### src/rtl/sha2_sched_pkg.sv
package sha2_sched_pkg;

  localparam int unsigned LANE_W  = 64;
  localparam int unsigned HALF_W  = 32;
  localparam int unsigned WIN_N   = 16;
  localparam int unsigned GROUP_N = 4;

  // sigma amounts, 32-bit words
  localparam int unsigned N_S0_RA = 7;
  localparam int unsigned N_S0_RB = 18;
  localparam int unsigned N_S0_SH = 3;
  localparam int unsigned N_S1_RA = 17;
  localparam int unsigned N_S1_RB = 19;
  localparam int unsigned N_S1_SH = 10;
  // sigma amounts, 64-bit words
  localparam int unsigned W_S0_RA = 1;
  localparam int unsigned W_S0_RB = 8;
  localparam int unsigned W_S0_SH = 7;
  localparam int unsigned W_S1_RA = 19;
  localparam int unsigned W_S1_RB = 61;
  localparam int unsigned W_S1_SH = 6;

  typedef logic [LANE_W-1:0] lane_t;
  typedef logic [HALF_W-1:0] half_t;

  typedef enum logic {
    WIDTH_NARROW = 1'b0,
    WIDTH_WIDE   = 1'b1
  } width_e;

  function automatic half_t ror_half(input half_t v, input int unsigned n);
    return (v >> n) | (v << (HALF_W - n));
  endfunction

  function automatic lane_t ror_lane(input lane_t v, input int unsigned n);
    return (v >> n) | (v << (LANE_W - n));
  endfunction

  function automatic half_t mix_half(input half_t v, input int unsigned ra,
                                     input int unsigned rb, input int unsigned sh);
    return ror_half(v, ra) ^ ror_half(v, rb) ^ (v >> sh);
  endfunction

  function automatic lane_t mix_lane(input lane_t v, input int unsigned ra,
                                     input int unsigned rb, input int unsigned sh);
    return ror_lane(v, ra) ^ ror_lane(v, rb) ^ (v >> sh);
  endfunction

  function automatic lane_t width_mask(input width_e w);
    return (w == WIDTH_WIDE) ? '1 : {{(LANE_W-HALF_W){1'b0}}, {HALF_W{1'b1}}};
  endfunction

endpackage

### src/rtl/sha2_sigma.sv
module sha2_sigma
  import sha2_sched_pkg::*;
#(
  parameter bit IS_SIG1 = 1'b0
) (
  input  width_e width,
  input  lane_t  x,
  output lane_t  y
);

  localparam int unsigned NRA = IS_SIG1 ? N_S1_RA : N_S0_RA;
  localparam int unsigned NRB = IS_SIG1 ? N_S1_RB : N_S0_RB;
  localparam int unsigned NSH = IS_SIG1 ? N_S1_SH : N_S0_SH;
  localparam int unsigned WRA = IS_SIG1 ? W_S1_RA : W_S0_RA;
  localparam int unsigned WRB = IS_SIG1 ? W_S1_RB : W_S0_RB;
  localparam int unsigned WSH = IS_SIG1 ? W_S1_SH : W_S0_SH;

  half_t narrow_mix;
  lane_t wide_mix;

  always_comb begin
    narrow_mix = mix_half(x[HALF_W-1:0], NRA, NRB, NSH);
    wide_mix   = mix_lane(x, WRA, WRB, WSH);
  end

  assign y = (width == WIDTH_WIDE) ? wide_mix
                                   : {{(LANE_W-HALF_W){1'b0}}, narrow_mix};

endmodule

### src/rtl/sha2_sched_lane.sv
module sha2_sched_lane
  import sha2_sched_pkg::*;
(
  input  width_e width,
  input  lane_t  w_back16,
  input  lane_t  w_back15,
  input  lane_t  w_back7,
  input  lane_t  w_back2,
  output lane_t  w_next
);

  lane_t keep;
  lane_t m16, m15, m7, m2;
  lane_t s0_val, s1_val;
  lane_t raw_sum;

  always_comb begin
    keep = width_mask(width);
    m16  = w_back16 & keep;
    m15  = w_back15 & keep;
    m7   = w_back7  & keep;
    m2   = w_back2  & keep;
  end

  sha2_sigma #(.IS_SIG1(1'b0)) u_sig0 (.width(width), .x(m15), .y(s0_val));
  sha2_sigma #(.IS_SIG1(1'b1)) u_sig1 (.width(width), .x(m2),  .y(s1_val));

  assign raw_sum = s1_val + m7 + s0_val + m16;
  assign w_next  = raw_sum & keep;

endmodule

### src/rtl/sha2_sched_group.sv
module sha2_sched_group
  import sha2_sched_pkg::*;
#(
  parameter int unsigned N_WIN = WIN_N,
  parameter int unsigned N_OUT = GROUP_N
) (
  input  width_e                    width,
  input  logic [N_WIN*LANE_W-1:0]   window,
  output logic [N_OUT*LANE_W-1:0]   words
);

  localparam int unsigned OFS_NEAR = 1;
  localparam int unsigned OFS_MID  = N_WIN - 7;
  localparam int unsigned OFS_LATE = N_WIN - 2;

  lane_t win_w [N_WIN];
  lane_t new_w [N_OUT];

  for (genvar i = 0; i < N_WIN; i++) begin : g_unpack
    assign win_w[i] = window[i*LANE_W +: LANE_W];
  end

  for (genvar k = 0; k < N_OUT; k++) begin : g_lane
    lane_t late_src;
    if (k + OFS_LATE < N_WIN) begin : g_from_win
      assign late_src = win_w[k + OFS_LATE];
    end else begin : g_from_chain
      assign late_src = new_w[k + OFS_LATE - N_WIN];
    end

    sha2_sched_lane u_lane (
      .width    (width),
      .w_back16 (win_w[k]),
      .w_back15 (win_w[k + OFS_NEAR]),
      .w_back7  (win_w[k + OFS_MID]),
      .w_back2  (late_src),
      .w_next   (new_w[k])
    );

    assign words[k*LANE_W +: LANE_W] = new_w[k];
  end

endmodule

### src/rtl/sha2_sched_unit.sv
module sha2_sched_unit
  import sha2_sched_pkg::*;
#(
  parameter int unsigned N_WIN = WIN_N,
  parameter int unsigned N_OUT = GROUP_N
) (
  input  logic                    clk,
  input  logic                    rst_n,
  input  logic                    req_valid,
  output logic                    req_ready,
  input  logic                    req_wide,
  input  logic [N_WIN*64-1:0]     req_window,
  output logic                    rsp_valid,
  input  logic                    rsp_ready,
  output logic [N_OUT*64-1:0]     rsp_words
);

  localparam int unsigned OUT_BITS = N_OUT * LANE_W;

  width_e                width_in;
  logic [OUT_BITS-1:0]   next_words;
  width_e                held_width;

  // named events for the checks
  logic accept_evt;
  logic drain_evt;
  logic stall_evt;

  assign width_in   = req_wide ? WIDTH_WIDE : WIDTH_NARROW;
  assign req_ready  = !rsp_valid || rsp_ready;
  assign accept_evt = req_valid && req_ready;
  assign drain_evt  = rsp_valid && rsp_ready;
  assign stall_evt  = rsp_valid && !rsp_ready;

  sha2_sched_group #(.N_WIN(N_WIN), .N_OUT(N_OUT)) u_group (
    .width  (width_in),
    .window (req_window),
    .words  (next_words)
  );

  always_ff @(posedge clk) begin
    if (!rst_n) begin
      rsp_valid  <= 1'b0;
      rsp_words  <= '0;
      held_width <= WIDTH_NARROW;
    end else begin
      if (req_ready) rsp_valid <= req_valid;
      if (accept_evt) begin
        rsp_words  <= next_words;
        held_width <= width_in;
      end
    end
  end


  hold_while_stalled_chk: assert property (@(posedge clk) disable iff (!rst_n)
    stall_evt |=> rsp_valid && $stable(rsp_words));


  accept_latency_chk: assert property (@(posedge clk) disable iff (!rst_n)
    accept_evt |=> rsp_valid);


  drain_empty_chk: assert property (@(posedge clk) disable iff (!rst_n)
    drain_evt && !req_valid |=> !rsp_valid);


  idle_ready_chk: assert property (@(posedge clk) disable iff (!rst_n)
    !rsp_valid |-> req_ready);


  narrow_upper_zero_chk: assert property (@(posedge clk) disable iff (!rst_n)
    rsp_valid && held_width == WIDTH_NARROW |->
      (rsp_words[0*64+32 +: 32] | rsp_words[1*64+32 +: 32] |
       rsp_words[2*64+32 +: 32] | rsp_words[3*64+32 +: 32]) == '0);

endmodule

### config.mk
export PLATFORM = sky130hd
export DESIGN_NAME = sha2_sched_unit
export DESIGN_NICKNAME = d
export VERILOG_FILES = /design/src/rtl/sha2_sched_pkg.sv /design/src/rtl/sha2_sigma.sv /design/src/rtl/sha2_sched_lane.sv /design/src/rtl/sha2_sched_group.sv /design/src/rtl/sha2_sched_unit.sv
export SDC_FILE = /design/constraint.sdc
export NUM_CORES = 2
export LEC_CHECK = 0
export ABC_AREA = 0
export ABC_CLOCK_PERIOD_IN_PS = 16560
export BUFFER_PORTS_ARGS = -buffer_cell sky130_fd_sc_hd__buf_2
export CORE_AREA = 5 5 497 499
export CTS_BUF_LIST = sky130_fd_sc_hd__clkbuf_16
export DETAILED_ROUTE_END_ITERATION = 8
export DIE_AREA = 0 0 502 504
export PLACE_DENSITY_LB_ADDON = 0.25
export SLEW_MARGIN = 30
export SYNTH_ARGS = -nofsm -noshare
export SYNTH_HDL_FRONTEND = slang
export SYNTH_HIERARCHICAL = 1
export SYNTH_SLANG_ARGS = --single-unit
### constraint.sdc
create_clock -name clk -period 16.56 [get_ports clk]
set_clock_uncertainty 0.05 [all_clocks]
set_input_delay 3.312 -clock clk [delete_from_list [all_inputs] [get_ports clk]]
set_output_delay 3.312 -clock clk [all_outputs]
set_load 0.01 [all_outputs]
# --- Word-level counts from Yosys, hierarchy flattened ---
# Index checks and enable logic that the tools add are counted.
classes:
  n_addsub: 12
  muxes: 10
  bitwise_logic: 81
  n_reduce_logical: 3
op_table:
  columns: ["operator", "count"]
  rows:
  - ["$and 64x64->64", 17]
  - ["$add 64x64->64", 12]
  - ["$mux 64", 9]
  - ["$xor 64x64->64", 8]
  - ["$or 3x64->64", 4]
  - ["$or 45x64->64", 4]
  - ["$or 56x64->64", 4]
  - ["$or 63x64->64", 4]
  - ["$xor 32x32->32", 8]
  - ["$xor 64x57->64", 4]
  - ["$xor 64x58->64", 4]
  - ["$or 13x32->32", 4]
  - ["$or 14x32->32", 4]
  - ["$or 15x32->32", 4]
  - ["$or 25x32->32", 4]
  - ["$xor 32x22->32", 4]
  - ["$xor 32x29->32", 4]
  - ["$logic_and 1x1->1", 1]
  - ["$logic_not 1->1", 1]
  - ["$logic_or 1x1->1", 1]
  - ["$mux 1", 1]
totals:
  reg_bits: 257
  input_bits: 1029
  out_inout_bits: 258
  elab_cells: 108

# --- Depth between registers and ports, before layout ---
depth:
  depth_word: 20
  ltp_mapped: 42

# --- Cells and area by module ---
# The synthesis kept the hierarchy.
modules_own_cells:
  columns: ["mod", "n_inst", "cells_each", "area_per_inst_um2"]
  rows:
  - ["sha2_sched_lane at u_group.g_lane[1].u_lane ...", 2, 1184, 8563.2]
  - ["sha2_sched_unit", 1, 1115, 10203.5]
  - ["sha2_sigma at u_group.g_lane[0].u_lane.u_sig1 ...", 4, 271, 2317.2]
  - ["sha2_sched_lane at u_group.g_lane[0].u_lane", 1, 1213, 8667.1]
  - ["sha2_sigma at u_group.g_lane[0].u_lane.u_sig0 ...", 4, 261, 2149.6]
  - ["sha2_sched_lane at u_group.g_lane[3].u_lane", 1, 1165, 8504.4]

# --- Least setup slack after synthesis ---
# OpenSTA, ideal clock, no wires.
synth_timing:
  path_type: "input to register"
  startpoint: "input port req_wide"
  endpoint: "register rsp_words[191]"
  setup_ns: 0.120
  arrival_ns: 11.320
  path_slack_ns: 5.071
  cell_stages: 40
  cell_sequence: "clkbuf_1 > clkbuf_1 > clkbuf_1 > and2_1 > xnor2_1 > xnor2_1 > mux2_2 > inv_1 > fa_1 > fa_1 > inv_1 > ha_1 > and2_4 > nand3_2 > or4_1 > a21o_1 > a41o_1 > nand3_1 > (+4 left out) > xor2_1 > mux2i_1 > xnor2_1 > inv_1 > fa_1 > inv_1 > fa_1 > a211oi_1 > o21ai_0 > a22o_1 > and3_1 > o21ai_2 > o211ai_1 > a31oi_1 > o21ai_1 > mux2_2 > nand2_1 > mux2i_1"
synth_rtl:
  columns: ["element", "line_no", "text"]
  rows:
  - ["start, declared", "sha2_sched_unit.sv:11", "input logic req_wide,"]
  - ["$mux 1", "sha2_sched_unit.sv:29", "assign width_in = req_wide ? WIDTH_WIDE : WIDTH_NARROW;"]
  - ["$mux 64", "sha2_sched_pkg.sv:50", "return (w == WIDTH_WIDE) ? '1 : {{(LANE_W-HALF_W){1'b0}}, {HALF_W{1'b1}}};"]
  - ["$and 64x64->64", "sha2_sched_lane.sv:20", "m15 = w_back15 & keep;"]
  - ["net u_group.g_lane[0].u_lane.m15[35]", "sha2_sched_lane.sv:13", "lane_t m16, m15, m7, m2;"]
  - ["$xor 64x57->64", "sha2_sched_pkg.sv:46", "return ror_lane(v, ra) ^ ror_lane(v, rb) ^ (v >> sh);"]
  - ["$mux 64", "sha2_sigma.sv:26", "assign y = (width == WIDTH_WIDE) ? wide_mix"]
  - ["net u_group.g_lane[0].u_lane.s0_val[28]", "sha2_sched_lane.sv:14", "lane_t s0_val, s1_val;"]
  - ["$add 64x64->64 (2 in a row)", "sha2_sched_lane.sv:28", "assign raw_sum = s1_val + m7 + s0_val + m16;"]
  - ["(+1 left out)", null, null]
  - ["net next_words[63]", "sha2_sched_unit.sv:21", "logic [OUT_BITS-1:0] next_words;"]
  - ["(+1 left out)", null, null]
  - ["net u_group.g_lane[2].u_lane.m2[63]", "sha2_sched_lane.sv:13", null]
  - ["$or 3x64->64", "sha2_sched_pkg.sv:36", "return (v >> n) | (v << (LANE_W - n));"]
  - ["$xor 64x64->64", "sha2_sched_pkg.sv:46", null]
  - ["$xor 64x58->64", "sha2_sched_pkg.sv:46", null]
  - ["$mux 64", "sha2_sigma.sv:26", null]
  - ["net u_group.g_lane[2].u_lane.s1_val[2]", "sha2_sched_lane.sv:14", null]
  - ["$add 64x64->64 (3 in a row)", "sha2_sched_lane.sv:28", null]
  - ["$and 64x64->64", "sha2_sched_lane.sv:29", "assign w_next = raw_sum & keep;"]
  - ["net next_words[191]", "sha2_sched_unit.sv:21", null]
  - ["end signal, assigned", "sha2_sched_unit.sv:49", "rsp_words <= next_words;"]
  - ["end, declared", "sha2_sched_unit.sv:15", "output logic [N_OUT*64-1:0] rsp_words"]
# The timed path passes the listed nets, and every way through them passes these cells.
# A chain may end at the register's enable or synchronous reset.

# --- Worst setup path after layout ---
layout_timing:
  startpoint: "input port req_wide"
  endpoint: "register rsp_words[185]"
layout_rtl:
  columns: ["element", "line_no", "text"]
  rows:
  - ["$mux 1", "sha2_sched_unit.sv:29", null]
  - ["$mux 64", "sha2_sigma.sv:26", null]
  - ["net u_group.g_lane[0].u_lane.s0_val[1]", "sha2_sched_lane.sv:14", null]
  - ["$add 64x64->64 (2 in a row)", "sha2_sched_lane.sv:28", null]
  - ["$and 64x64->64", "sha2_sched_lane.sv:29", null]
  - ["net next_words[41]", "sha2_sched_unit.sv:21", null]
  - ["$and 64x64->64", "sha2_sched_lane.sv:22", "m2 = w_back2 & keep;"]
  - ["net u_group.g_lane[2].u_lane.m2[41]", "sha2_sched_lane.sv:13", null]
  - ["$xor 64x58->64", "sha2_sched_pkg.sv:46", null]
  - ["$mux 64", "sha2_sigma.sv:26", null]
  - ["net u_group.g_lane[2].u_lane.s1_val[35]", "sha2_sched_lane.sv:14", null]
  - ["$add 64x64->64 (3 in a row)", "sha2_sched_lane.sv:28", null]
  - ["$and 64x64->64", "sha2_sched_lane.sv:29", null]
  - ["net next_words[185]", "sha2_sched_unit.sv:21", null]
# The timed path passes the listed nets, and every way through them passes these cells.

==> metrics.csv <==
stage;metric;value;unit
status;status;finished clean;
clock_tree;Worst-path clk slew;0.06;ns
synthesis;Post-synth top cells;inv_1 (1335), nand2_1 (747), xor2_1 (733), xnor2_1 (715), and2_1 (562);
synthesis;Post-Synthesis Net Count;9774;
floorplanning;Die X-Extent;502;um
clock_tree;clk sink count;257;
synthesis;synthesized netlist cell count;7989;
synthesis;largest area contributor in the netlist;fa_1;
detailed_routing;Via-to-Cell Ratio;4.785;
sta;Tcrit/Tclk final;82.65;%
setup_path;worst-path fanout max;113;
detailed_routing;DR pass1 iterations;6;
global_route;initial antenna violation count;157;
global_route;Global Route Usage Sum;27.30;%
finish;Layout Nets;10330;
setup_path;CP peak stage delay;0.85;ns
detailed_routing;met3 routed WL;23530;um
synthesis;Top FF cell, synth;dfxtp_1;
detailed_routing;top layer used by detailed routing;met5;
placement;PortBufs;966;
placement;Place WS;2.632;ns
sta;setup TNS;0;ns
clock_tree;postcts setup bufs;0;
finish;FF/Latch Area;0.005145;mm2
setup_path;CP dominant cell by count;fa_1;
sta;RSZ-0062 raised after global routing;no;
sta;Relative slew margins;26.78;%
detailed_routing;Routed Antenna Nets;0;
synthesis;Synth top area share;16.18;%
clock_tree;post_cts resized;0;
synthesis;Synth cell types;103;
sta;Max Fclk;73.06;MHz
setup_path;Worst Path Class, Setup;input pin to flop;
finish;share of cells above drive strength 1;15.16;%
hold_path;Hold Crit Class;flop to flop;
finish;multi-input logic area;0.04901;mm2
clock_tree;Bufs on Longest Clock Path;3;
clock_tree;cts bufs inserted;36;
synthesis;EDFF count, synth;0;
sta;post-route setup slack;2.874;ns
finish;final core occ;29.00;%
clock_tree;H-tree depth;2;
placement;GPL Wtd Cong;1.019;
global_route;first-pass GRT wire length;478500;um
synthesis;count leader, synth;inv_1;
placement;Post-DP HPWL;318900;um
global_route;vias in the first global route;56610;
synthesis;Avg Cell Area, Syn;7.807;um2
detailed_routing;WL met1;163900;um
floorplanning;Top Ports;1287;
detailed_routing;Routed WL;360100;um
sta;Tmin final;13.69;ns
sta;worst-margin pin slew;1.092;ns
synthesis;YS warnings;6;
synthesis;Syn Std Cell Area;0.06237;mm2
finish;Fill cells;26840;
detailed_routing;drt wl/cell;30.27;um
setup_path;crit path launch type;input pin;
floorplanning;die area;0.2530;mm2
floorplanning;Initial Utilization;25.76;%
floorplanning;Die Ht;504;um
floorplanning;core area;0.2421;mm2
detailed_routing;DRC errors left;0;
sta;final slew viol count;0;
synthesis;synth top area cells;fa_1 (16%), xor2_1 (10%), xnor2_1 (10%);
clock_tree;Root Driver;clkbuf_16;
detailed_routing;iteration-0 DRC count of the detailed router;5364;
setup_path;slowest stage cell, crit path;nor2_1;
clock_tree;CTS Hold Buffers Added;0;
synthesis;sequential share of the synthesized area;8.249;%
global_route;pin count of the biggest net entering global routing;183;
setup_path;crit path DAT;14.17;ns
run;max-cap check violation count;0;
detailed_routing;Vias;56920;
synthesis;FF+latch count, synth;257;
finish;P&R area growth vs syn;12.56;%
clock_tree;CTS tree;done;
setup_path;Crit. End Element;flop;
sta;Final Hold Viols;0;
global_route;GRT overflow;0;
synthesis;Synth async-reset ratio;0;%
clock_tree;clock latency on the worst-skew pair;0.61;ns
setup_path;CP Data Required Time;17.05;ns
sta;final setup fails;0;
detailed_routing;routed wl met2;152800;um
floorplanning;Rows;181;
==> per-stage QoR <==
step,hold slack (ns),area [um2],instances
floorplan,0.4290,62370,7989
global placement,0.3917,68670,11710
detailed placement,0.3944,68700,11710
CTS,0.4043,69870,11770
global route,0.4186,70070,11850
finish,0.4011,70200,11900
==> layer usage <==
layer	GRT usage, %	vias to the layer above
met1	38.40	28020
met3	3.595	466
met5	0	-
met2	40.91	2508
li1	-	25920
met4	13.36	14
==> cell type report <==
| cell class | instances | share of cell area [%] |
|---|---|---|
| Multi-Input combinational cell | 5867 | 69.81 |
| Tap cell | 3202 | 5.707 |
| Clock buffer | 36 | 1.283 |
| Inverter | 1338 | 7.154 |
| Timing Repair Buffer | 1046 | 7.888 |
| Antenna cell | 125 | 0.4456 |
| Clock inverter | 26 | 0.3796 |
| Sequential cell | 257 | 7.329 |
==> worst paths after layout <==
kind / startpoint / end / slack, ns / depth (start not counted)
worst max-delay path: req_wide / rsp_words[185]$_SDFFE_PN0P_ / 2.87 / 32
worst min register to register: rsp_words[231]$_SDFFE_PN0P_ / rsp_words[231]$_SDFFE_PN0P_ / 0.40 / 2
worst max register to register: rsp_valid$_SDFFE_PN0P_ / rsp_words[81]$_SDFFE_PN0P_ / 12.67 / 6
worst min-delay path: rsp_words[231]$_SDFFE_PN0P_ / rsp_words[231]$_SDFFE_PN0P_ / 0.40 / 2
==> worst max-delay path, delay by kind of cell <==
family | cells | cell delay [ns]
compound gates | 7 | 2.62
xor+xnor | 4 | 0.64
fa+ha+maj | 6 | 2.57
buf+inv | 4 | 0.99
mux | 2 | 0.42
simple gates | 9 | 3.26
==> cell usage in the layout (no fill, tap or decap), types with 257 or more instances in the layout <==
| master | netlist | final |
|---|---|---|
| dfxtp_1 | 257 | 257 |
| buf_2 | 124 | 964 |
| nor2_1 | 298 | 298 |
| xnor2_1 | 715 | 711 |
| inv_1 | 1335 | 1341 |
| fa_1 | 504 | 503 |
| a21oi_1 | 366 | 364 |
| and2_1 | 562 | 561 |
| mux2i_1 | 426 | 423 |
| xor2_1 | 733 | 726 |
| nand2_1 | 747 | 747 |
==> registers in the layout (all words and copies together) (netlist names) <==
signal,cells
rsp_words,256
rsp_valid,1
==> kinds of logic (layout without fill, tap and decap cells) <==
family | after synthesis | count (layout) | share of synthesized area (%)
adder cells (fa/ha/maj) | 756 | 756 | 21.23
XOR/XNOR | 1496 | 1496 | 21.59
buffers and inverters | 1865 | 2446 | 13.38
AND/OR/NAND/NOR | 2161 | 2161 | 17.51
multiplexers | 480 | 480 | 7.836
other | 0 | 125 | 0
AO/OA/AOI/OAI | 974 | 974 | 10.21
flip-flops | 257 | 257 | 8.249
Power is left out: the tool's default activity adds up to more than one toggle a clock period on the data nets, which glitch-free logic cannot reach.
